<file path="src/rtl/disp_timing_pkg.sv">
package disp_timing_pkg;
  localparam int unsigned ADDR_W = 3;
  localparam int unsigned NTIM   = 6;
  localparam int unsigned CTRL_W = 7;

  localparam logic [ADDR_W-1:0] A_LOCK = 3'd0;
  localparam logic [ADDR_W-1:0] A_CTRL = 3'd1;
  localparam logic [ADDR_W-1:0] A_TIM0 = 3'd2;

  localparam int unsigned C_EN   = 0;
  localparam int unsigned C_HPOL = 1;
  localparam int unsigned C_VPOL = 2;
  localparam int unsigned C_IMM  = 3;
  localparam int unsigned C_MODE = 4;

  localparam logic [2:0] PM_ON    = 3'd0;
  localparam logic [2:0] PM_BLANK = 3'd1;
  localparam logic [2:0] PM_NO_VS = 3'd2;
  localparam logic [2:0] PM_NO_HS = 3'd3;
endpackage

</file>
<file path="src/rtl/dtg_regs.sv">
module dtg_regs import disp_timing_pkg::*; #(
  parameter int unsigned       DATA_W = 32,
  parameter logic [DATA_W-1:0] KEY    = 'h4758
) (
  input  logic                        clk_i,
  input  logic                        rst_ni,
  input  logic                        we_i,
  input  logic [ADDR_W-1:0]           addr_i,
  input  logic [DATA_W-1:0]           wdata_i,
  output logic [DATA_W-1:0]           rdata_o,
  input  logic                        frame_end_i,
  output logic [NTIM-1:0][DATA_W-1:0] tim_o,
  output logic                        en_o,
  output logic                        hpol_o,
  output logic                        vpol_o,
  output logic [2:0]                  mode_o
);
  logic                        unlocked_q;
  logic [CTRL_W-1:0]           ctrl_q;
  logic [NTIM-1:0][DATA_W-1:0] shadow_q, active_q;
  logic [ADDR_W-1:0]           idx;
  logic                        load;

  assign idx  = addr_i - A_TIM0;
  assign load = ctrl_q[C_IMM] || !ctrl_q[C_EN] || frame_end_i;

  always_ff @(posedge clk_i or negedge rst_ni) begin
    if (!rst_ni) begin
      unlocked_q <= 1'b0;
      ctrl_q     <= '0;
      shadow_q   <= '0;
      active_q   <= '0;
    end else begin
      if (we_i) begin
        if (addr_i == A_LOCK)     unlocked_q <= (wdata_i == KEY);
        else if (unlocked_q) begin
          if (addr_i == A_CTRL)   ctrl_q <= wdata_i[CTRL_W-1:0];
          else                    shadow_q[idx] <= wdata_i;
        end
      end
      if (load) active_q <= shadow_q;
    end
  end

  always_comb begin
    rdata_o = '0;
    case (addr_i)
      A_LOCK:  rdata_o[0] = unlocked_q;
      A_CTRL:  rdata_o[CTRL_W-1:0] = ctrl_q;
      default: rdata_o = shadow_q[idx];
    endcase
  end

  assign tim_o  = active_q;
  assign en_o   = ctrl_q[C_EN];
  assign hpol_o = ctrl_q[C_HPOL];
  assign vpol_o = ctrl_q[C_VPOL];
  assign mode_o = ctrl_q[C_MODE +: 3];

  assert_locked_write_ignored_R2: assert property (@(posedge clk_i) disable iff (!rst_ni)
    (we_i && !unlocked_q && addr_i != A_LOCK) |=> ($stable(shadow_q) && $stable(ctrl_q)));

  assert_shadow_deferred_R11: assert property (@(posedge clk_i) disable iff (!rst_ni)
    (ctrl_q[C_EN] && !ctrl_q[C_IMM] && !frame_end_i) |=> $stable(active_q));
endmodule

</file>
<file path="src/rtl/dtg_axis.sv">
module dtg_axis #(
  parameter int unsigned FIELD_W = 16
) (
  input  logic               clk_i,
  input  logic               rst_ni,
  input  logic               en_i,
  input  logic               step_i,
  input  logic [FIELD_W-1:0] tot_i,
  input  logic [FIELD_W-1:0] act_i,
  input  logic [FIELD_W-1:0] blk_s_i,
  input  logic [FIELD_W-1:0] blk_e_i,
  input  logic [FIELD_W-1:0] sync_s_i,
  input  logic [FIELD_W-1:0] sync_e_i,
  output logic [FIELD_W-1:0] cnt_o,
  output logic               wrap_o,
  output logic               in_act_o,
  output logic               in_blk_o,
  output logic               in_sync_o
);
  logic [FIELD_W-1:0] cnt_q;

  // >= so a shrunk total applied mid-line still wraps
  assign wrap_o = en_i && step_i && (cnt_q >= tot_i);

  always_ff @(posedge clk_i or negedge rst_ni) begin
    if (!rst_ni)      cnt_q <= '0;
    else if (!en_i)   cnt_q <= '0;
    else if (step_i)  cnt_q <= (cnt_q >= tot_i) ? '0 : cnt_q + 1'b1;
  end

  assign cnt_o     = cnt_q;
  assign in_act_o  = cnt_q <= act_i;
  assign in_blk_o  = (cnt_q > blk_s_i) && (cnt_q <= blk_e_i);
  assign in_sync_o = (cnt_q > sync_s_i) && (cnt_q <= sync_e_i);

  assert_wrap_to_zero_R4: assert property (@(posedge clk_i) disable iff (!rst_ni)
    wrap_o |=> (cnt_q == '0));

  assert_hold_without_step_R4: assert property (@(posedge clk_i) disable iff (!rst_ni)
    (en_i && !step_i) |=> (cnt_q == $past(cnt_q)));

  assert_cleared_when_off_R10: assert property (@(posedge clk_i) disable iff (!rst_ni)
    !en_i |=> (cnt_q == '0));
endmodule

</file>
<file path="src/rtl/dtg_out.sv">
module dtg_out import disp_timing_pkg::*; (
  input  logic       clk_i,
  input  logic       rst_ni,
  input  logic       en_i,
  input  logic       hpol_i,
  input  logic       vpol_i,
  input  logic [2:0] mode_i,
  input  logic       h_act_i,
  input  logic       h_blk_i,
  input  logic       h_sync_i,
  input  logic       v_act_i,
  input  logic       v_blk_i,
  input  logic       v_sync_i,
  output logic       hsync_o,
  output logic       vsync_o,
  output logic       blank_o,
  output logic       active_o,
  output logic       dac_pd_o
);
  logic force_blk, hs_en, vs_en, hs_raw, vs_raw;

  always_comb begin
    case (mode_i)
      PM_ON:    begin force_blk = 1'b0; hs_en = 1'b1; vs_en = 1'b1; end
      PM_BLANK: begin force_blk = 1'b1; hs_en = 1'b1; vs_en = 1'b1; end
      PM_NO_VS: begin force_blk = 1'b1; hs_en = 1'b1; vs_en = 1'b0; end
      PM_NO_HS: begin force_blk = 1'b1; hs_en = 1'b0; vs_en = 1'b1; end
      default:  begin force_blk = 1'b1; hs_en = 1'b0; vs_en = 1'b0; end
    endcase
  end

  assign hs_raw   = en_i && hs_en && h_sync_i;
  assign vs_raw   = en_i && vs_en && v_sync_i;
  assign hsync_o  = hpol_i ? hs_raw : !hs_raw;
  assign vsync_o  = vpol_i ? vs_raw : !vs_raw;
  assign blank_o  = en_i && (force_blk || h_blk_i || v_blk_i);
  assign active_o = en_i && !force_blk && h_act_i && v_act_i;
  assign dac_pd_o = !(hs_en && vs_en);

  assert_off_mode_quiet_R8: assert property (@(posedge clk_i) disable iff (!rst_ni)
    (mode_i >= 3'd4) |-> ((hsync_o != hpol_i) && (vsync_o != vpol_i) && (blank_o == en_i)));

  assert_dac_pd_sync_idle_R9: assert property (@(posedge clk_i) disable iff (!rst_ni)
    dac_pd_o |-> ((hsync_o != hpol_i) || (vsync_o != vpol_i)));

  assert_idle_when_off_R10: assert property (@(posedge clk_i) disable iff (!rst_ni)
    !en_i |-> (!active_o && !blank_o && (hsync_o != hpol_i) && (vsync_o != vpol_i)));
endmodule

</file>
<file path="src/rtl/disp_timing_gen.sv">
module disp_timing_gen import disp_timing_pkg::*; #(
  parameter int unsigned       DATA_W     = 32,
  parameter logic [DATA_W-1:0] UNLOCK_KEY = 'h4758,
  localparam int unsigned      FIELD_W    = DATA_W / 2
) (
  input  logic               clk_i,
  input  logic               rst_ni,
  input  logic               reg_we_i,
  input  logic [ADDR_W-1:0]  reg_addr_i,
  input  logic [DATA_W-1:0]  reg_wdata_i,
  output logic [DATA_W-1:0]  reg_rdata_o,
  output logic [FIELD_W-1:0] hcount_o,
  output logic [FIELD_W-1:0] vcount_o,
  output logic               hsync_o,
  output logic               vsync_o,
  output logic               blank_o,
  output logic               active_o,
  output logic               dac_pd_o
);
  logic [NTIM-1:0][DATA_W-1:0] tim;
  logic                        en, hpol, vpol;
  logic [2:0]                  mode;
  logic [1:0]                  step, wrap, in_act, in_blk, in_sync;
  logic [1:0][FIELD_W-1:0]     cnt;

  assign step = {wrap[0], 1'b1};

  dtg_regs #(.DATA_W(DATA_W), .KEY(UNLOCK_KEY)) u_regs (
    .clk_i, .rst_ni,
    .we_i(reg_we_i), .addr_i(reg_addr_i), .wdata_i(reg_wdata_i), .rdata_o(reg_rdata_o),
    .frame_end_i(wrap[1]), .tim_o(tim),
    .en_o(en), .hpol_o(hpol), .vpol_o(vpol), .mode_o(mode)
  );

  // axis 0 = horizontal (words 0..2), axis 1 = vertical (words 3..5)
  for (genvar g = 0; g < 2; g++) begin : g_axis
    localparam int unsigned B = 3 * g;
    dtg_axis #(.FIELD_W(FIELD_W)) u_axis (
      .clk_i, .rst_ni,
      .en_i(en), .step_i(step[g]),
      .tot_i   (tim[B][DATA_W-1:FIELD_W]),
      .act_i   (tim[B][FIELD_W-1:0]),
      .blk_s_i (tim[B+1][FIELD_W-1:0]),
      .blk_e_i (tim[B+1][DATA_W-1:FIELD_W]),
      .sync_s_i(tim[B+2][FIELD_W-1:0]),
      .sync_e_i(tim[B+2][DATA_W-1:FIELD_W]),
      .cnt_o(cnt[g]), .wrap_o(wrap[g]),
      .in_act_o(in_act[g]), .in_blk_o(in_blk[g]), .in_sync_o(in_sync[g])
    );
  end

  dtg_out u_out (
    .clk_i, .rst_ni,
    .en_i(en), .hpol_i(hpol), .vpol_i(vpol), .mode_i(mode),
    .h_act_i(in_act[0]), .h_blk_i(in_blk[0]), .h_sync_i(in_sync[0]),
    .v_act_i(in_act[1]), .v_blk_i(in_blk[1]), .v_sync_i(in_sync[1]),
    .hsync_o, .vsync_o, .blank_o, .active_o, .dac_pd_o
  );

  assign hcount_o = cnt[0];
  assign vcount_o = cnt[1];
endmodule

</file>
<file path="config.mk">
export PLATFORM = sky130hd
export DESIGN_NAME = disp_timing_gen
export DESIGN_NICKNAME = d
export VERILOG_FILES = /design/src/rtl/disp_timing_pkg.sv /design/src/rtl/dtg_regs.sv /design/src/rtl/dtg_axis.sv /design/src/rtl/dtg_out.sv /design/src/rtl/disp_timing_gen.sv
export SDC_FILE = /design/constraint.sdc
export NUM_CORES = 1
export LEC_CHECK = 0
export ABC_AREA = 0
export BUFFER_PORTS_ARGS = -buffer_cell sky130_fd_sc_hd__buf_2
export CAP_MARGIN = 10
export CORE_MARGIN = 8
export CORE_UTILIZATION = 60
export DETAILED_ROUTE_END_ITERATION = 10
export PLACE_DENSITY = 0.78
export SLEW_MARGIN = 20
export SYNTH_ARGS = -nofsm -noshare
export SYNTH_HDL_FRONTEND = slang
export SYNTH_HIERARCHICAL = 1
export SYNTH_SLANG_ARGS = --single-unit
</file>
<file path="constraint.sdc">
create_clock -name clk_i -period 4.2 [get_ports clk_i]
set_input_delay 0.84 -clock clk_i [delete_from_list [all_inputs] [get_ports clk_i]]
set_output_delay 0.84 -clock clk_i [all_outputs]
set_load 0.01 [all_outputs]
</file>
## Word level (Yosys, flattened, before mapping)

Index checks and enable logic that the tools add are counted.

| word-level totals | value |
|---|---|
| bits in registers | 424 |
| input bits | 38 |
| logic and storage cells | 92 |
| output and inout bits | 69 |

| operators by class | value |
|---|---|
| order comparisons | 14 |
| add/sub/neg operators | 3 |
| equal/unequal tests | 6 |
| multiplexer cells | 18 |
| reduce and logical (&&, ||, !) cells | 33 |
| bitwise operators | 2 |

Operators with widths:

| cell | count |
|---|---|
| $bwmux W192 | 1 |
| $bmux W32 S3 | 1 |
| $demux W32 S3 | 1 |
| $le A16 B16 Y1 | 6 |
| $mux W16 | 5 |
| $gt A16 B16 Y1 | 4 |
| $mux W32 | 2 |
| $add A16 B1 Y16 const B | 2 |
| $eq A32 B15 Y1 const B | 1 |
| $ge A16 B16 Y1 | 2 |
| $mux W25 | 1 |
| $logic_and A1 B1 Y1 | 17 |
| $pmux W6 S2 | 1 |
| $reduce_and A4 Y1 | 2 |
| $eq A3 B1 Y1 const B | 2 |
| $eq A3 B2 Y1 const B | 2 |
| $logic_not A3 Y1 | 2 |
| $reduce_or A3 Y1 | 2 |
| $mux W1 | 5 |
| $logic_not A1 Y1 | 4 |
| $logic_or A1 B1 Y1 | 4 |
| $lt A3 B4 Y1 const B | 1 |
| $ge A3 B1 Y1 const B | 1 |
| $sub A3 B2 Y3 const B | 1 |
| 5 further kinds | 6 |

## Longest topological paths before layout

Gate-level depths: netlist of the first run.

| logic depth | value |
|---|---|
| word-level depth | 7 |
| depth in mapped cells | 13 |
| depth with buffers taken out | 12 |

## Modules after synthesis

Netlist of the first run, hierarchy kept.

Modules (own cells, without submodules):

| module | cells each | sequential area each (um^2) | times used | area an instance (um^2) |
|---|---|---|---|---|
| dtg_regs | 1064 | 9809.4 | 1 | 16468.3 |
| dtg_axis | 416 | 400.4 | 2 | 3298.2 |
| dtg_out | 12 | 0.0 | 1 | 73.8 |
| disp_timing_gen | 1 | 0.0 | 1 | 3.8 |

## Least setup slack after synthesis of the first run

OpenSTA, ideal clock, no wires.

| timing | value |
|---|---|
| path kind | input-to-output |
| from | in reg_addr_i[1] |
| to | out reg_rdata_o[1] |
| cell stages on the path | 7 |
| buffers on the path | 2 |
| data arrival time | 2452 ps |
| slack | 908 ps |
| required time | 3360 ps |
| cells stage by stage | clkbuf_1 > inv_1 > ha_1 > nor3b_1 > clkbuf_1 > nand3b_1 > o211ai_1 |

| on the way | value |
|---|---|
| word-level cells in the longest chain between the ends | 4 |
| elaborated cells on any way between the ends | 6 |
| those cells by class | add/sub: 1; eq/ne: 1; mux: 3; reduce/logical: 1 |

RTL lines:

| what | RTL line | source |
|---|---|---|
| start, declared | disp_timing_gen.sv:9 | `input logic [ADDR_W-1:0] reg_addr_i,` |
| $sub A3 B2 Y3 | dtg_regs.sv:24 | `assign idx = addr_i - A_TIM0;` |
| $bmux W32 S3 | dtg_regs.sv:50 | `default: rdata_o = shadow_q[idx];` |
| $mux W32 (not written as such) | dtg_regs.sv:50 |  |
| $pmux W6 S2 (*) | dtg_regs.sv:47 | `case (addr_i)` |
| end, declared | disp_timing_gen.sv:11 | `output logic [DATA_W-1:0] reg_rdata_o,` |

Every way passes the cells marked *; elsewhere a longest branch is shown, timed or not. The select of a mux whose other input is x is not followed.

## Worst setup path after layout of the first run

| timing | value |
|---|---|
| from | reg g_axis[1].u_axis.cnt_q[12] |
| to | out blank_o |

| on the way | value |
|---|---|
| word-level cells in the longest chain between the ends | 4 |
| elaborated cells on any way between the ends | 5 |
| those cells by class | order compare: 2; reduce/logical: 3 |

RTL lines:

| what | RTL line | source |
|---|---|---|
| start, declared | dtg_axis.sv:20 | `logic [FIELD_W-1:0] cnt_q;` |
| start signal, assigned | dtg_axis.sv:28 | `else if (step_i) cnt_q <= (cnt_q >= tot_i) ? '0 : cnt_q + 1'b1;` |
| $gt A16 B16 Y1 / $le A16 B16 Y1 (equally long branches) | dtg_axis.sv:33 | `assign in_blk_o = (cnt_q > blk_s_i) && (cnt_q <= blk_e_i);` |
| $logic_and A1 B1 Y1 (*) | dtg_axis.sv:33 |  |
| via in_blk[1] | disp_timing_gen.sv:23 | `logic [1:0] step, wrap, in_act, in_blk, in_sync;` |
| $logic_or A1 B1 Y1 (*) | dtg_out.sv:36 | `assign blank_o = en_i && (force_blk \|\| h_blk_i \|\| v_blk_i);` |
| $logic_and A1 B1 Y1 (*) | dtg_out.sv:36 |  |
| end, declared | disp_timing_gen.sv:16 | `output logic blank_o,` |

Mark *: on every way through the listed nets, which the timed path passes. The rest lies on a longest branch.

==> results.sh, run 1 <==
export IMPL_via_count_of_the_first_global_routing_pass=16504
export IMPL_clk_root_buffer_cell="clkbuf_16"
export IMPL_final_min_period_over_clock_period_pct=97.1
export IMPL_pin_count_of_the_biggest_net_entering_global_routing=95
export IMPL_synth_distinct_cells=64
export IMPL_fmaxAchievable_mhz=245
export IMPL_syn2layout_area_growth_pct=11.4
export IMPL_clock_insertion_delay_worst_skew_ns=0.56
export IMPL_worstPathRequired_ns=3.36
export IMPL_first_iter_violations=1182
export IMPL_grt_util_all_layers_pct=27.8
export IMPL_synth_area_top_cells="dfrtp_1 46%, mux2_2 18%, ha_1 11%"
export IMPL_initial_utilization_pct=60.3
export IMPL_slew_headroom_pct=33.5
export IMPL_p_leak_nw=13.3
export IMPL_placement_rows=72
export IMPL_synthesis_yosys_warnings=6
export IMPL_drt_pre_antenna_iters=5
export IMPL_final_antenna_net_count=0
export IMPL_critPathKind="flop to primary output"
export IMPL_grt_pass1_wl_um=96700
export IMPL_worst_ir_drop_vdd_uv=319
export IMPL_top_level_ports=107
export IMPL_final_hold_worst_slack_ns=0.287
export IMPL_run_status="complete, no violations"
export IMPL_port_buf_inserts=106
export IMPL_die_height_um=212
export IMPL_clk_transition_reported_paths_ns=0.07
export IMPL_asyncSetResetFlopFracSynth_pct=100
export IMPL_synth_area_sq_mm=0.0231
export IMPL_routed_wire_length_per_instance_um=24.1
export IMPL_cp_start_kind="flop"
export IMPL_hold_path_class="input port to async pin"
export IMPL_report_final_slew_viol_count=0
export IMPL_layout_cells_non_filler=2590
export IMPL_routed_wirelength_um=62400
export IMPL_post_route_min_period_ns=4.08
export IMPL_gpl_final_weighted_congestion=0.963
export IMPL_n_antenna_cell=0
export IMPL_clock_sink_count=424
export IMPL_syn_inst=1909
export IMPL_tritoncts="yes"
export IMPL_avgSynthCellArea_sq_um=12.1
export IMPL_dieArea_sq_mm=0.0451
export IMPL_drc=0
export IMPL_vias_per_cell=6.21
export IMPL_cts_max_path_buffers=3
export IMPL_num_nets_final=2275
export IMPL_seq_area_frac_synth_pct=45.8
export IMPL_dr_total_vias=16090
export IMPL_rsz0062_at_grt="false"
export IMPL_die_width_um=212
export IMPL_synth_enable_flop_cells=0
export IMPL_dp_cells=2513
export IMPL_yosysTopAreaCellShare_pct=45.8
export IMPL_cts_setup_buffers=0
export IMPL_crit_path_max_fanout=12
export IMPL_numCtsBuffers=43
export IMPL_grt_ovfl_total=0
export IMPL_dp_hpwl_um=45800
export IMPL_ys_ff_latch=424
export IMPL_cts_hold_buf=0
export IMPL_synth_ff_type="dfrtp_1"
export IMPL_setup_tns_ns=0
export IMPL_timing_final_ws_setup_ns=0.122
export IMPL_coreArea_sq_mm=0.0384
export IMPL_hold_viol=0
export IMPL_worstMarginPinSlew_ns=0.994
export IMPL_cap_viol_max_count=0
export IMPL_detailedPlace_worstSlack_ns=0.420
export IMPL_power_density_mw_per_mm2=315
export IMPL_final_layout_size_suffix_gt1_share_pct=30.7
export IMPL_setup_viol=0
export IMPL_htree_num_levels=2
export IMPL_critPathArrivalTime_ns=3.24
export IMPL_finalClockSkew_ns=0.0191
export IMPL_end_kind="primary output"
export IMPL_antenna_found_initial=0
export IMPL_synth_top_cell_by_area="dfrtp_1"
export IMPL_final_core_density_pct=67.2
-- cell families after synthesis --
logic type | count (synthesis) | synth area share [%]
mux | 477 | 22.9
flops | 424 | 45.8
simple gates | 295 | 7.75
buf+inv | 254 | 4.87
compound gates | 253 | 7.62
fa+ha+maj | 197 | 10.7
xor+xnor | 8 | 0.303
other cells | 1 | 0.0162
-- cells in the mapped netlist (33+ instances only) --
cell type  number
ha_1          197
o21ai_0        49
nand4_1        44
nand2_1        59
a21o_1         40
mux2i_1        58
inv_1         185
mux2_1         44
buf_4          33
dfrtp_1       424
a21oi_1        56
mux2_2        374
-- critical path, stage by stage, from the launching register on --
cell	delay, ns
dfrtp_1	0.56
ha_1	0.37
nand4_1	0.16
or4_1	0.68
a221oi_2	0.42
o31a_1	0.30
buf_2	0.17
-- path summary, 6_finish.rpt --
kind	from	to	slack (ns)	cells past startpoint
max	g_axis[1].u_axis/cnt_o[12]	blank_o	0.12	6
min	rst_ni	u_regs/tim_o[59]	0.29	1
max reg2reg	g_axis[0].u_axis/cnt_o[15]	u_regs/tim_o[32]	0.27	12
max in group asynchronous	rst_ni	u_regs/tim_o[162]	2.92	2
min in group clk_i	u_regs/tim_o[149]	u_regs/tim_o[149]	0.50	1
min reg2reg	u_regs/tim_o[149]	u_regs/tim_o[149]	0.50	1
-- what timing repair did --
| action | CTS | global route |
|---|---|---|
| pin swaps | 0 | 0 |
| setup endpoints to repair | 1 | 3 |
| gates resized for setup | 1 | 10 |
-- routing by layer --
layer / routed length, um / share of wire [%] / global-route usage, %
met2: 28000 / 45 / 42.7
met1: 27200 / 44 / 38.1
met3: 4540 / 7.3 / 5.72
met5: 0 / 0 / 0
met4: 2750 / 4.4 / 11.7
-- area by class of cell --
class	instances	area, sq um
Sequential cell	424	10600
Clock buffer	57	1200
Clock inverter	20	185
Tap cell	518	648
Timing Repair Buffer	149	978
Inverter	185	694
Multi-Input combinational cell	1237	11400
Fill cell	2910	12600
-- placed cells by master, fill, tap and decap left out, types with 9 or more instances in the layout --
cell	count
nor2b_1	23
o221ai_1	25
nor2_1	27
clkbuf_16	44
buf_12	9
nand2_1	59
o211ai_1	15
dfrtp_1	416
inv_1	184
ha_1	197
mux2i_1	58
a21oi_1	56
nand4_1	44
mux2_1	44
clkinv_2	12
a21o_1	40
mux2_2	374
o21ai_0	49
nor3b_1	10
and3_1	18
nand3_1	26
o31ai_1	10
nor4_1	10
buf_4	35
a211oi_1	11
buf_2	104
-- registers in the layout (all words and copies together) (netlist names) --
signal / count
u_regs/shadow_q: 192
u_regs/tim_o: 192
g_axis.u_axis/cnt_o: 32
u_regs/ctrl_q: 7
u_regs/unlocked_q: 1
-- per-stage QoR --
| stage | cell area (sq um) | power (mW) |
|---|---|---|
| floorplan | 23200 | 4.24 |
| finish | 25800 | 8.11 |
| CTS | 25800 | 8.17 |
| global placement | 24400 | 4.41 |
| detailed placement | 24400 | 4.42 |
| global route | 25800 | 8.37 |
-- report_power, final --
| group | leakage [nW] | total, mW | switching [mW] | internal, mW |
|---|---|---|---|---|
| logic | 6.70 | 0.259 | 0.200 | 0.0590 |
| clock network | 0.686 | 3.77 | 1.62 | 2.15 |
| registers | 5.91 | 4.08 | 0.00000000184 | 4.08 |
Power figures use the tool's default switching activity.
==> inputs of run 2 (changes only) <==
--- a/config.mk
+++ b/config.mk
@@ -5,13 +5,15 @@
 export SDC_FILE = /design/constraint.sdc
 export NUM_CORES = 1
 export LEC_CHECK = 0
-export ABC_AREA = 0
 export BUFFER_PORTS_ARGS = -buffer_cell sky130_fd_sc_hd__buf_2
 export CAP_MARGIN = 10
+export CELL_PAD_IN_SITES_DETAIL_PLACEMENT = 1
+export CELL_PAD_IN_SITES_GLOBAL_PLACEMENT = 1
 export CORE_MARGIN = 8
-export CORE_UTILIZATION = 60
+export CORE_UTILIZATION = 51
 export DETAILED_ROUTE_END_ITERATION = 10
-export PLACE_DENSITY = 0.78
+export PLACE_DENSITY_LB_ADDON = 0.1
+export SETUP_SLACK_MARGIN = 0.15
 export SLEW_MARGIN = 20
 export SYNTH_ARGS = -nofsm -noshare
 export SYNTH_HDL_FRONTEND = slang
==> results.sh, run 2 (synthesized netlist as in run 1, its figures left out) <==
export IMPL_hold_path_class="input port to async pin"
export IMPL_timing_final_ws_setup_ns=0.227
export IMPL_dp_hpwl_um=51300
export IMPL_cts_max_path_buffers=3
export IMPL_port_buf_inserts=106
export IMPL_clock_sink_count=424
export IMPL_final_hold_worst_slack_ns=0.200
export IMPL_final_core_density_pct=59.0
export IMPL_critical_path_slowest_cell="or4_1"
export IMPL_setup_viol=0
export IMPL_power_density_mw_per_mm2=326
export IMPL_pin_count_of_the_biggest_net_entering_global_routing=103
export IMPL_htree_num_levels=2
export IMPL_crit_reg2reg_capture="u_regs/tim_o[55]"
export IMPL_cap_viol_max_count=0
export IMPL_drc=0
export IMPL_p_leak_nw=13.6
export IMPL_comb_power_share_pct=3.0
export IMPL_final_antenna_net_count=0
export IMPL_worst_r2r_startpoint="g_axis[0].u_axis/cnt_o[1]"
export IMPL_clk_root_buffer_cell="clkbuf_16"
export IMPL_fmaxAchievable_mhz=252
export IMPL_rsz0062_at_grt="true"
export IMPL_end_kind="primary output"
export IMPL_crit_path_max_fanout=12
export IMPL_top_level_ports=107
export IMPL_initial_utilization_pct=51.3
export IMPL_crit_chain="ha_1, nand4_1, or4_1, a221oi_4, nand3_1, xor2_1, buf_2"
export IMPL_slew_headroom_pct=36.9
export IMPL_placement_rows=78
export IMPL_setup_tns_ns=0
export IMPL_final_layout_size_suffix_gt1_share_pct=33.3
export IMPL_via_count_of_the_first_global_routing_pass=17648
export IMPL_most_common_cell_after_layout_fill_and_taps_aside="dfrtp_1"
export IMPL_share_seq_of_total_power_pct=47.2
export IMPL_switching_power_mw=1.94
export IMPL_gpl_final_weighted_congestion=0.892
export IMPL_timing_critical_path_to="hsync_o"
export IMPL_worstRegToRegCells=15
export IMPL_clk_transition_reported_paths_ns=0.06
export IMPL_cellInternalPower_mw=6.72
export IMPL_critPathKind="flop to primary output"
export IMPL_routed_wirelength_um=70400
export IMPL_fillers=4635
export IMPL_first_iter_violations=1078
export IMPL_routed_wire_length_per_instance_um=25.9
export IMPL_grt_ovfl_total=0
export IMPL_power_share_switching_pct=22.4
export IMPL_final_cell_mix="406 x dfrtp_1, 374 x mux2_2, 194 x ha_1"
export IMPL_worst_ir_drop_vdd_uv=305
export IMPL_num_nets_final=2314
export IMPL_post_route_min_period_ns=3.97
export IMPL_finalClockSkew_ns=0.0165
export IMPL_dr_total_vias=16274
export IMPL_syn2layout_area_growth_pct=14.9
export IMPL_antenna_found_initial=5
export IMPL_clock_power_share_pct=49.8
export IMPL_critPathArrivalTime_ns=3.13
export IMPL_tritoncts="yes"
export IMPL_die_width_um=229
export IMPL_cp_start_kind="flop"
export IMPL_clock_insertion_delay_worst_skew_ns=0.59
export IMPL_setup_reg_to_reg_worst_slack_ns=0.33
export IMPL_totalPowerFinal_mw=8.66
export IMPL_hold_viol=0
export IMPL_die_height_um=229
export IMPL_grt_pass1_wl_um=109000
export IMPL_detailedPlace_worstSlack_ns=0.358
export IMPL_worstMarginPinSlew_ns=0.944
export IMPL_coreArea_sq_mm=0.0451
export IMPL_cts_hold_buf=0
export IMPL_worstPathRequired_ns=3.36
export IMPL_run_status="complete, no violations"
export IMPL_vias_per_cell=5.99
export IMPL_critPathMaxStageDelay_ns=0.62
export IMPL_numCtsBuffers=48
export IMPL_grt_util_all_layers_pct=26.6
export IMPL_final_min_period_over_clock_period_pct=94.6
export IMPL_report_final_slew_viol_count=0
export IMPL_dieArea_sq_mm=0.0525
export IMPL_startpoint="g_axis[0].u_axis/cnt_o[12]"
export IMPL_drt_pre_antenna_iters=5
==> run 2: cell types whose count changed in the layout (fill, tap and decap cells not counted), moves of 4 or more <==
| cell | previous run | this run |
|---|---|---|
| clkinv_2 | 12 | 6 |
| a211oi_2 | 1 | 6 |
| clkbuf_1 | 8 | 14 |
| dfrtp_1 | 416 | 406 |
| dfrtp_2 | 8 | 18 |
| clkbuf_16 | 44 | 49 |
| buf_12 | 9 | 13 |
| buf_4 | 35 | 61 |
| a211oi_1 | 11 | 6 |
| buf_6 | 0 | 4 |
==> run 2: what timing repair did <==
| action | in CTS | in global routing |
|---|---|---|
| setup endpoints to repair | 3 | 4 |
| pin swaps | 7 | 13 |
| gates resized for setup | 27 | 22 |
| setup buffers | 7 | 16 |
| gates cloned | 0 | 0 |
==> run 2: final cells by class <==
type	count	area [sq um]	area share, %
Clock inverter	17	229	0.861
Tap cell	600	751	2.82
Inverter	185	698	2.63
Antenna cell	3	7.51	0.0282
Timing Repair Buffer	183	1300	4.89
Sequential cell	424	10600	40.0
Clock buffer	70	1380	5.17
Multi-Input combinational cell	1237	11600	43.6
==> run 2: worst min-delay path by stage <==
| stage | depth (start not counted) | end | slack (ns) |
|---|---|---|---|
| 3_5_place_dp | 1 | u_regs/tim_o[184] | 0.49 |
| 3_3_place_gp | 1 | u_regs/tim_o[117] | 0.49 |
| 2_1_floorplan | 1 | u_regs/shadow_q[0] | 0.48 |
| 5_1_grt | 1 | u_regs/tim_o[148] | 0.22 |
| 4_1_cts | 1 | u_regs/tim_o[181] | 0.20 |
| 6_report | 1 | u_regs/tim_o[148] | 0.20 |
==> run 2: routing by layer <==
metal  wire, um  GRT usage [%]  up-vias
met3       3140           3.92      107
met5          0              0        -
met2      32600           42.3      357
met1      32400           37.3     8547
li1           -              -     7263
met4       2250           8.23        0
==> run 2: stage by stage <==
stage	instance area (sq um)	instances
3_3_place_gp	24600	2606
5_1_grt	26600	2717
4_1_cts	26400	2700
2_1_floorplan	23200	1915
3_5_place_dp	24600	2606
6_report	26600	2719
==> run 2: critical path, delay by kind of cell, from the launching register on <==
kind / cells / cell delay (ns)
AND/OR/NAND/NOR: 3 / 0.91
flip-flops: 1 / 0.52
AO/OA/AOI/OAI: 1 / 0.41
adder cells (fa/ha/maj): 1 / 0.33
XOR/XNOR: 1 / 0.20
buffers and inverters: 1 / 0.17
==> run 2: power groups by stage <==
stage	combinational (mW)	sequential (mW)	clock, mW
2_1_floorplan	0.0762	4.16	0
3_3_place_gp	0.259	4.16	0
3_5_place_dp	0.264	4.16	0
4_1_cts	0.264	4.08	4.41
5_1_grt	0.287	4.08	4.55
6_report	0.262	4.09	4.32
